`config.mk`:
```
export PLATFORM = sky130hd
export DESIGN_NAME = irq_agg
export DESIGN_NICKNAME = d
export VERILOG_FILES = /design/src/rtl/irq_agg.sv
export SDC_FILE = /design/constraint.sdc
export NUM_CORES = 1
export LEC_CHECK = 0
export BUFFER_PORTS_ARGS = -buffer_cell sky130_fd_sc_hd__buf_2
export CELL_PAD_IN_SITES_DETAIL_PLACEMENT = 0
export CELL_PAD_IN_SITES_GLOBAL_PLACEMENT = 1
export CORE_MARGIN = 1.5
export CORE_UTILIZATION = 37
export CTS_BUF_LIST = sky130_fd_sc_hd__clkbuf_4
export DETAILED_ROUTE_END_ITERATION = 10
export GPL_TIMING_DRIVEN = 0
export PLACE_DENSITY = 0.77
export REMOVE_ABC_BUFFERS = 1
export SETUP_SLACK_MARGIN = 0.02
export SYNTH_ARGS = -nofsm -noshare
export SYNTH_HDL_FRONTEND = slang
export SYNTH_SLANG_ARGS = --single-unit
```
`constraint.sdc`:
```
create_clock -name clk -period 1.9 [get_ports clk]
set_input_delay 0.57 -clock clk [delete_from_list [all_inputs] [get_ports clk]]
set_output_delay 0.57 -clock clk [all_outputs]
set_load 0.02 [all_outputs]
```
`src/rtl/irq_agg.sv`:
```
module irq_agg #(
  parameter int N_BITS = 8,
  parameter int SW_BIT = N_BITS - 1
) (
  input  logic              clk,
  input  logic              rst_n,
  input  logic [N_BITS-1:0] hw_evt,
  input  logic              reg_wr,
  input  logic [1:0]        reg_addr,
  input  logic [N_BITS-1:0] reg_wdata,
  output logic [N_BITS-1:0] reg_rdata,
  output logic              irq
);
  localparam logic [1:0] A_STAT = 2'd0;
  localparam logic [1:0] A_EN   = 2'd1;
  localparam logic [1:0] A_SET  = 2'd2;
  localparam logic [1:0] A_CLR  = 2'd3;
  localparam logic [N_BITS-1:0] HW_MASK = ~(N_BITS'(1) << SW_BIT);

  logic [N_BITS-1:0] status_q, en_q;
  logic [N_BITS-1:0] set_m, clr_m, hw_m;

  assign set_m = (reg_wr && reg_addr == A_SET) ? reg_wdata : '0;
  assign clr_m = (reg_wr && reg_addr == A_CLR) ? reg_wdata : '0;
  assign hw_m  = hw_evt & HW_MASK;

  always_ff @(posedge clk) begin
    if (!rst_n) begin
      status_q <= '0;
      en_q     <= '0;
    end else begin
      status_q <= (status_q & ~clr_m) | set_m | hw_m;
      if (reg_wr && reg_addr == A_EN) en_q <= reg_wdata;
    end
  end

  always_comb begin
    case (reg_addr)
      A_STAT:  reg_rdata = status_q;
      A_EN:    reg_rdata = en_q;
      default: reg_rdata = '0;
    endcase
  end

  assign irq = |(status_q & en_q);
endmodule

```
=== Word level (Yosys, flattened, before mapping) ===
Index checks and enable logic that the tools add are counted.

* Add/sub/neg operators: 0
* Multipliers: 0
* Divide/modulo/power cells: 0
* $lt $le $gt $ge: 0
* Eq/ne operators: 3
* Shifts and indexed selects: 0
* Multiplexer cells: 3
* Bitwise logic cells: 5
* Reduce and logical (&&, ||, !) cells: 5

{| class="wikitable"
|+ Operator list
! operator !! number
|-
| 8-bit bitwise AND || 2
|-
| 8-bit 2-to-1 mux || 2
|-
| 8-bit case mux with 2 select lines || 1
|-
| 8-bit inverter || 1
|-
| 8-bit by 7-bit OR with 8-bit output || 1
|-
| 8-bit OR || 1
|-
| 8-bit OR reduction || 1
|-
| 2-bit equality test (second input constant) || 2
|-
| 1-bit logical AND || 3
|-
| 2-bit by 1-bit equality test with 1-bit output (second input constant) || 1
|-
| 2-bit zero test || 1
|}

* Flip-flop bits (word level): 16
* Latch bits: 0
* Bits in writable memories: 0
* Bits in read-only memories: 0
* Output and inout bits: 9
* Word-level logic and storage cells: 18
* Memories kept: 0

=== Longest topological paths before layout ===
Gate-level depths: netlist of the first run.

* Depth after elaboration: 7
* Depth in mapped cells: 5

=== Least setup slack after synthesis of the first run ===
OpenSTA, ideal clock, no wires.

* Kind: input-to-output
* Start: input reg_addr[0]
* End: output reg_rdata[0]
* Data arrival time: 1347 ps
* Data required time: 1330 ps
* Slack: -17 ps
* Cell stages on the path: 4
* Path buffers: 2
* Cell sequence: buf_2 > buf_2 > mux2i_1 > nor2_1

* Longest elaborated chain between the ends: 2

{| class="wikitable"
|+ RTL lines
! what !! RTL line !! RTL
|-
| from (decl) || 9 || <nowiki>input logic [1:0] reg_addr,</nowiki>
|-
| 2-bit by 1-bit equality test with 1-bit output / 2-bit zero test (equally long branches) || 38 || <nowiki>case (reg_addr)</nowiki>
|-
| 8-bit case mux with 2 select lines * || 38 ||
|-
| to (decl) || 11 || <nowiki>output logic [N_BITS-1:0] reg_rdata,</nowiki>
|}

Mark *: on every way between the ends. The rest lies on a longest branch, timed or not.

=== Worst setup path in the final report of the first run ===
* Start: input reg_addr[0]
* End: output reg_rdata[1]

Same word-level chain as after synthesis.

==> results.sh, run 1 <==
export IMPL_cts_root_buf="clkbuf_4"
export IMPL_crit_path_end_kind="output pin"
export IMPL_p_sw_frac=0.2782
export IMPL_post_route_util=0.4593
export IMPL_preCtsSetupSlack_ps=-51.94
export IMPL_grt_pass1_vias=753
export IMPL_drc_errors=0
export IMPL_syn2layout_area_growth_pct=17.00
export IMPL_vias=745
export IMPL_slowest_delay_ps=210
export IMPL_core_area_um2=2212
export IMPL_routed_wirelength_um=1840
export IMPL_clkPwrFrac=0.276
export IMPL_ioPinCount=30
export IMPL_relSlewSlack=0.6455
export IMPL_drive_gt1_frac=0.2712
export IMPL_layout_common_cells="27 x buf_2, 17 x mux2i_1, 16 x dfxtp_1"
export IMPL_path_clk_slew_ps=100
export IMPL_numCtsBuffers=3
export IMPL_fin_skew_ps=0
export IMPL_htree_num_levels=1
export IMPL_first_pass_iters=5
export IMPL_p_int_mw=0.4888
export IMPL_critical_path_top_delay_family="buffers and inverters"
export IMPL_die_area_um2=2647
export IMPL_critPathSlowestCell="mux2i_1"
export IMPL_tritoncts="done"
export IMPL_arrival_ps=1180
export IMPL_wl_per_cell_um=12.60
export IMPL_p_comb_frac=0.183
export IMPL_leakagePower_nw=0.4953
export IMPL_worst_setup_path_start_kind="primary input"
export IMPL_worstPathMaxFanout=17
export IMPL_tightest_slew_ps=530.2
export IMPL_cts_sinks=16
export IMPL_gp_congestion=0.6535
export IMPL_ys_types=17
export IMPL_final_common_cell="buf_2"
export IMPL_synth_seq_cells=16
export IMPL_critPathKind="in2out"
export IMPL_clkLatencyLatePin_ps=280
export IMPL_critPathRequiredTime_ps=1330
export IMPL_seq_power_share=0.541
export IMPL_p_per_area_nw_per_um2=666.5
export IMPL_critical_path_cell_chain="buf_6, mux2i_1, nor2_1, buf_2"
export IMPL_die_h_um=51.45
export IMPL_yosysWarnings=0
export IMPL_start_util=0.3925
export IMPL_dp_hpwl_um=1282
export IMPL_antenna_found_initial=0
export IMPL_final_hold_viol_count=0
export IMPL_nNetsFinal=140
export IMPL_cts_setup_buffers=0
export IMPL_grt_first_pass_wirelength_um=3160
export IMPL_avgSynthCellArea_um2=9.337
export IMPL_n_antenna_cell=0
export IMPL_ir_worst_vdd_mv=0.3865
export IMPL_layout_min_cycle_time_ps=1746
export IMPL_timing_fmax_ghz=0.5728
export IMPL_synthesis_area_um2=868.3
export IMPL_grt_max_degree=18
export IMPL_cap_violations=0
export IMPL_io_buffer_count=28
export IMPL_period_share=0.9188
export IMPL_grt_use_total=0.1619
export IMPL_worst_slack_ps=154.3
export IMPL_crit_buf_inv=2
export IMPL_hp_class="in2reg"
export IMPL_whs_ps=493.5
export IMPL_rsz0062_at_grt="no"
export IMPL_p_sw_mw=0.1884
export IMPL_syn_inst=93
export IMPL_drt_iter0_drc=3
export IMPL_fp_dieW_um=51.45
export IMPL_antenna_left=0
export IMPL_cts_path_max_buffers=2
export IMPL_setup_viol=0
export IMPL_gr_total_overflow=0
export IMPL_vias_per_cell=5.103
export IMPL_status="complete, no violations"
export IMPL_drv_slew=0
export IMPL_seq_area_frac_synth=0.3689
export IMPL_placementRows=17
## power groups by stage
stage               registers [mW]  logic [mW]  clock network (mW)
floorplan                    0.370      0.0678                   0
global placement             0.374       0.122                   0
detailed placement           0.374       0.125                   0
CTS                          0.366       0.126               0.195
global route                 0.369       0.139               0.210
finish                       0.367       0.124               0.187
## through the flow
| step | area (um^2) | instances | power, mW | TNS (ps) |
|---|---|---|---|---|
| after floorplan | 808.3 | 86 | 0.4378 | 0 |
| final | 1016 | 146 | 0.6772 | 0 |
| after CTS | 1012 | 146 | 0.6870 | 0 |
| after detailed placement | 983.4 | 142 | 0.4989 | -368.7 |
| after global placement | 983.4 | 142 | 0.4960 | -425.9 |
| after global routing | 1016 | 146 | 0.7176 | 0 |
## worst reg2reg max path, cell delays in order (launching register included)
cell and delay (ps):
dfxtp_1 340, and2_1 140, o31a_1 280
## cells in the mapped netlist, drive strengths merged
library cell | number | area (um^2)
a22oi | 4 | 30.03
and2 | 8 | 50.05
buf | 6 | 56.30
clkbuf | 1 | 3.750
dfxtp | 16 | 320.3
inv | 1 | 3.750
mux2i | 17 | 170.2
nand3 | 8 | 52.55
nand3b | 1 | 7.510
nand4 | 1 | 6.260
nor2 | 15 | 56.30
nor2b | 8 | 50.05
o31a | 7 | 61.31
## flip-flops by register name, indices dropped and copies added (netlist names)
| signal | cells |
|---|---|
| status_q | 8 |
| en_q | 8 |
## cell families after synthesis
kind of cell           count (synthesis)  share of synthesized area
AND/OR/NAND/NOR                       41                     0.2565
multiplexers                          17                     0.1960
flip-flops                            16                     0.3689
AO/OA/AOI/OAI                         11                     0.1052
buffers and inverters                  8                    0.07347
## worst paths after layout
kind | startpoint | endpoint | slack, ps | depth (start not counted)
max | reg_addr[0] | reg_rdata[1] | 150 | 4
min | hw_evt[1] | status_q[1] | 490 | 2
max reg2reg | status_q[2] | status_q[2] | 1030 | 2
min reg2reg | en_q[7] | en_q[7] | 550 | 2
## repair_timing
action / in CTS / in global routing
pin swaps: 0 / 0
gates resized for setup: 1 / 1
endpoints found under the setup margin: 8 / 1
hold buffers: 0 / 0
## per-layer routing
layer / GRT usage / part of all wire
met5: 0 / 0
met4: 0.07895 / 0.020
met3: 0.03216 / 0.050
met2: 0.2863 / 0.49
met1: 0.1833 / 0.44
## area by class of cell
| class | instances | area [um^2] |
|---|---|---|
| Fill cell | 245 | 1196 |
| Multi-Input combinational cell | 69 | 484.2 |
| Sequential cell | 16 | 320.3 |
| Timing Repair Buffer | 28 | 146.4 |
| Tap cell | 28 | 35.03 |
| Clock buffer | 3 | 22.52 |
| Clock inverter | 1 | 3.754 |
| Inverter | 1 | 3.754 |
Power figures use the tool's default switching activity.
==> run 2, diff against run 1 <==
Settings changed: CORE_MARGIN 1.5 to unset.
==> run 2 against run 1 <==
Against the previous run: core utilization down 0.34 points; critical path depth unchanged; critical endpoint unchanged; non-clock buffer count unchanged; largest power group unchanged.
==> results.sh, run 2 (synthesized netlist as in run 1, its figures left out) <==
export IMPL_syn2layout_area_growth_pct=16.14
export IMPL_layout_common_cells="27 x buf_2, 17 x mux2i_1, 16 x dfxtp_1"
export IMPL_io_buffer_count=28
export IMPL_critPathSlowestCell="buf_4"
export IMPL_crit_buf_inv=2
export IMPL_reg_top3="en_q x8, status_q x8"
export IMPL_p_per_area_nw_per_um2=658.5
export IMPL_vias_per_cell=5.000
export IMPL_hp_class="in2reg"
export IMPL_wl_per_cell_um=12.00
export IMPL_final_common_cell="buf_2"
export IMPL_arrival_ps=1240
export IMPL_first_pass_iters=2
export IMPL_grt_max_degree=18
export IMPL_drv_slew=0
export IMPL_vias=725
export IMPL_antenna_left=0
export IMPL_worst_setup_path_start_kind="primary input"
export IMPL_whs_ps=502.8
export IMPL_grt_pass1_vias=710
export IMPL_hold_buffers=0
export IMPL_htree_num_levels=1
export IMPL_fin_skew_ps=0
export IMPL_crit_path_end_kind="output pin"
export IMPL_routed_wirelength_um=1740
export IMPL_antenna_found_initial=0
export IMPL_critical_path_cell_chain="buf_4, mux2i_1, nor2_1, buf_2"
export IMPL_gp_congestion=0.6574
export IMPL_layout_min_cycle_time_ps=1815
export IMPL_stdcell_count=145
export IMPL_relSlewSlack=0.6377
export IMPL_cts_setup_buffers=0
export IMPL_fp_dieW_um=50.45
export IMPL_critPathRequiredTime_ps=1330
export IMPL_worstPathMaxFanout=17
export IMPL_cts_path_max_buffers=2
export IMPL_clkLatencyLatePin_ps=280
export IMPL_drt_iter0_drc=3
export IMPL_rsz0062_at_grt="no"
export IMPL_die_area_um2=2545
export IMPL_ioPinCount=30
export IMPL_tightest_slew_ps=541.9
export IMPL_ir_worst_vdd_mv=0.4267
export IMPL_start_util=0.3925
export IMPL_dp_hpwl_um=1252
export IMPL_path_clk_slew_ps=90
export IMPL_n_antenna_cell=0
export IMPL_leakagePower_nw=0.4925
export IMPL_setup_viol=0
export IMPL_tritoncts="done"
export IMPL_cts_root_buf="clkbuf_4"
export IMPL_die_h_um=50.45
export IMPL_nNetsFinal=140
export IMPL_placementRows=17
export IMPL_drc_errors=0
export IMPL_status="complete, no violations"
export IMPL_critical_path_top_delay_family="buffers and inverters"
export IMPL_nFillCells=229
export IMPL_gr_total_overflow=0
export IMPL_cap_violations=0
export IMPL_placed_cells=142
export IMPL_slowest_delay_ps=230
export IMPL_grt_first_pass_wirelength_um=2960
export IMPL_drive_gt1_frac=0.2735
export IMPL_core_area_um2=2212
export IMPL_timing_fmax_ghz=0.5511
export IMPL_numCtsBuffers=3
export IMPL_cts_sinks=16
export IMPL_critPathKind="in2out"
export IMPL_grt_use_total=0.1559
export IMPL_final_hold_viol_count=0
export IMPL_period_share=0.9550
==> run 2: metrics by stage <==
stage	power (mW)	setup slack (ps)	setup TNS (ps)	util	instance area [um^2]
2_1_floorplan	0.4378	376.4	0	-	808.3
3_3_place_gp	0.4962	-57.91	-430.3	0.4446	983.4
3_5_place_dp	0.4975	-49.81	-342.3	0.4446	983.4
4_1_cts	0.6755	78.49	0	0.4559	1008
5_1_grt	0.6965	23.94	0	0.4559	1008
6_report	0.6641	85.47	0	0.4559	1008
==> run 2: final timing paths <==
path,slack [ps],start,cells after the start,end
max,90,reg_addr[0],4,reg_rdata[1]
min,500,hw_evt[2],2,status_q[2]
max reg2reg,1060,status_q[3],2,status_q[3]
min reg2reg,540,en_q[7],2,en_q[7]
==> run 2: layer usage <==
layer,GRT usage,up-vias,routed length [um]
met1,0.1704,330,780
met4,0.09722,0,31
met2,0.2778,18,849
li1,-,373,-
met3,0.02424,4,78
met5,0,-,0
==> run 2: repair_timing <==
item | in CTS | in global routing
endpoints found under the hold margin | 0 | 0
resized for setup | 1 | 0
endpoints found under the setup margin | 8 | 0
==> run 2: where the power goes <==
group / internal, mW / switching (mW) / total (mW)
clock: 0.0735 / 0.102 / 0.176
combinational: 0.0584 / 0.0643 / 0.123
sequential: 0.353 / 0.0123 / 0.366
==> run 2: area by class of cell <==
class | instances | area [um^2] | area share
sequential | 16 | 320.3 | 0.3176
timing repair buffer | 28 | 142.6 | 0.1414
inverter | 1 | 3.754 | 0.003722
tap | 28 | 35.03 | 0.03474
multi-input combinational | 69 | 484.2 | 0.4801
clock buffer | 3 | 22.52 | 0.02233
==> run 3, diff against run 2 <==
Clock period 1.9 ns to 1.7 ns, I/O delays scaled along.
==> run 3 against run 2 <==
Against the previous run: routed wire length grew 1.9%; non-clock buffer count did not move; critical path depth down 1; power is 12% higher; final area up 1.2%; count of clock-buffer cells in the layout unchanged; clock power grew 12%; sequential power grew 12%; worst hold slack lost 61 ps; clock skew unchanged; setup slack got worse by 9.1 ps; critical endpoint is now irq; largest power group unchanged.
==> results.sh, run 3 (synthesized netlist as in run 1, its figures left out) <==
export IMPL_worst_setup_path_start_kind="flip-flop"
export IMPL_p_sw_mw=0.2023
export IMPL_final_common_cell="buf_2"
export IMPL_clkLatencyLatePin_ps=280
export IMPL_critPathKind="reg2out"
export IMPL_seq_power_share=0.549
export IMPL_drt_iter0_drc=3
export IMPL_p_comb_frac=0.187
export IMPL_die_h_um=50.45
export IMPL_grt_max_degree=18
export IMPL_rsz0062_at_grt="yes"
export IMPL_cap_violations=0
export IMPL_io_buffer_count=28
export IMPL_antenna_found_initial=0
export IMPL_numCtsBuffers=3
export IMPL_path_clk_slew_ps=90
export IMPL_timing_fmax_ghz=0.6159
export IMPL_first_pass_iters=4
export IMPL_whs_ps=442.1
export IMPL_reg_top3="en_q x8, status_q x8"
export IMPL_cts_setup_buffers=0
export IMPL_tightest_slew_ps=542.9
export IMPL_syn2layout_area_growth_pct=17.58
export IMPL_status="complete, no violations"
export IMPL_crit_path_end_kind="output pin"
export IMPL_drc_errors=0
export IMPL_die_area_um2=2545
export IMPL_grt_use_total=0.1565
export IMPL_gp_congestion=0.6574
export IMPL_multiInputGateArea_um2=489.2
export IMPL_nFillCells=227
export IMPL_dp_hpwl_um=1252
export IMPL_fp_dieW_um=50.45
export IMPL_gr_total_overflow=0
export IMPL_relSlewSlack=0.6370
export IMPL_cts_path_max_buffers=2
export IMPL_n_antenna_cell=0
export IMPL_worstPathMaxFanout=3
export IMPL_htree_num_levels=1
export IMPL_drv_slew=0
export IMPL_wl_per_cell_um=12.23
export IMPL_period_share=0.9551
export IMPL_routed_wirelength_um=1773
export IMPL_core_area_um2=2212
export IMPL_hp_class="in2reg"
export IMPL_hold_buffers=0
export IMPL_tritoncts="done"
export IMPL_p_sw_frac=0.2710
export IMPL_drive_gt1_frac=0.2821
export IMPL_arrival_ps=1110
export IMPL_vias_per_cell=5.069
export IMPL_ir_worst_vdd_mv=0.4892
export IMPL_p_per_area_nw_per_um2=731.3
export IMPL_top_layer_used="met4"
export IMPL_placementRows=17
export IMPL_p_int_mw=0.5443
export IMPL_critPathRequiredTime_ps=1190
export IMPL_layout_min_cycle_time_ps=1624
export IMPL_ff_latch_area_um2=320.3
export IMPL_worst_slack_ps=76.33
export IMPL_antenna_left=0
export IMPL_cts_sinks=16
export IMPL_grt_pass1_vias=711
export IMPL_ioPinCount=30
export IMPL_clkPwrFrac=0.264
export IMPL_fin_skew_ps=0
export IMPL_final_hold_viol_count=0
export IMPL_layout_common_cells="27 x buf_2, 17 x mux2i_1, 16 x dfxtp_1"
export IMPL_cts_root_buf="clkbuf_4"
export IMPL_leakagePower_nw=0.4955
export IMPL_grt_first_pass_wirelength_um=2973
export IMPL_start_util=0.3925
export IMPL_setup_viol=0
export IMPL_wl_met1_um=783
export IMPL_met2WireLength_um=875
export IMPL_dr_wl_met3_um=82
export IMPL_preCtsSetupSlack_ps=-143.1
export IMPL_nNetsFinal=140
export IMPL_vias=735
-- run 3: cell types whose count changed in the layout (fill, tap and decap cells not counted) --
cell / delta
buf_8: +1
a22oi_2: +1
a22oi_1: -1
buf_4: -1
-- run 3: layout make-up --
cell class | instances | share of cell area
Clock buffer | 3 | 0.02206
Inverter | 1 | 0.003676
Multi-Input combinational cell | 69 | 0.4792
Sequential cell | 16 | 0.3137
Tap cell | 28 | 0.03431
Timing Repair Buffer | 28 | 0.1471
-- run 3: repair_timing --
| action | 4_1_cts | 5_1_grt |
|---|---|---|
| gates resized for setup | 2 | 2 |
| setup endpoints to repair | 8 | 3 |
| gates cloned | 0 | 0 |
-- run 3: worst max-delay path, stage by stage (launching register included) --
cell and delay [ps]:
dfxtp_1 340, a22oi_2 200, nand4_1 110, buf_2 180
-- run 3: layer usage --
metal / vias to the layer above / track usage
met5: - / 0
met4: 0 / 0.09722
met3: 4 / 0.02424
met2: 20 / 0.2778
met1: 339 / 0.1723
li1: 372 / -
-- run 3: final timing paths --
check / startpoint / endpoint / slack (ps) / cells past startpoint
worst min-delay path: hw_evt[2] / status_q[2] / 440 / 2
worst max-delay path: status_q[1] / irq / 80 / 3
worst min register to register: en_q[7] / en_q[7] / 540 / 2
worst max register to register: status_q[4] / status_q[4] / 850 / 2
-- run 3: metrics by stage --
stage          instances  total power [mW]  instance area [um^2]  TNS [ps]  utilization
3_5_place_dp         142            0.5560                 983.4     -2045       0.4446
2_1_floorplan         86            0.4893                 808.3         0            -
5_1_grt              145            0.7818                  1021         0       0.4615
6_report             145            0.7467                  1021         0       0.4615
3_3_place_gp         142            0.5546                 983.4     -2125       0.4446
4_1_cts              145            0.7558                  1012         0       0.4576
-- run 3: power by group through the flow --
stage / Combinational (mW) / Clock, mW / Sequential (mW)
floorplan: 0.0758 / 0 / 0.413
global placement: 0.137 / 0 / 0.418
detailed placement: 0.138 / 0 / 0.418
CTS: 0.140 / 0.206 / 0.409
global route: 0.154 / 0.215 / 0.413
finish: 0.140 / 0.197 / 0.410
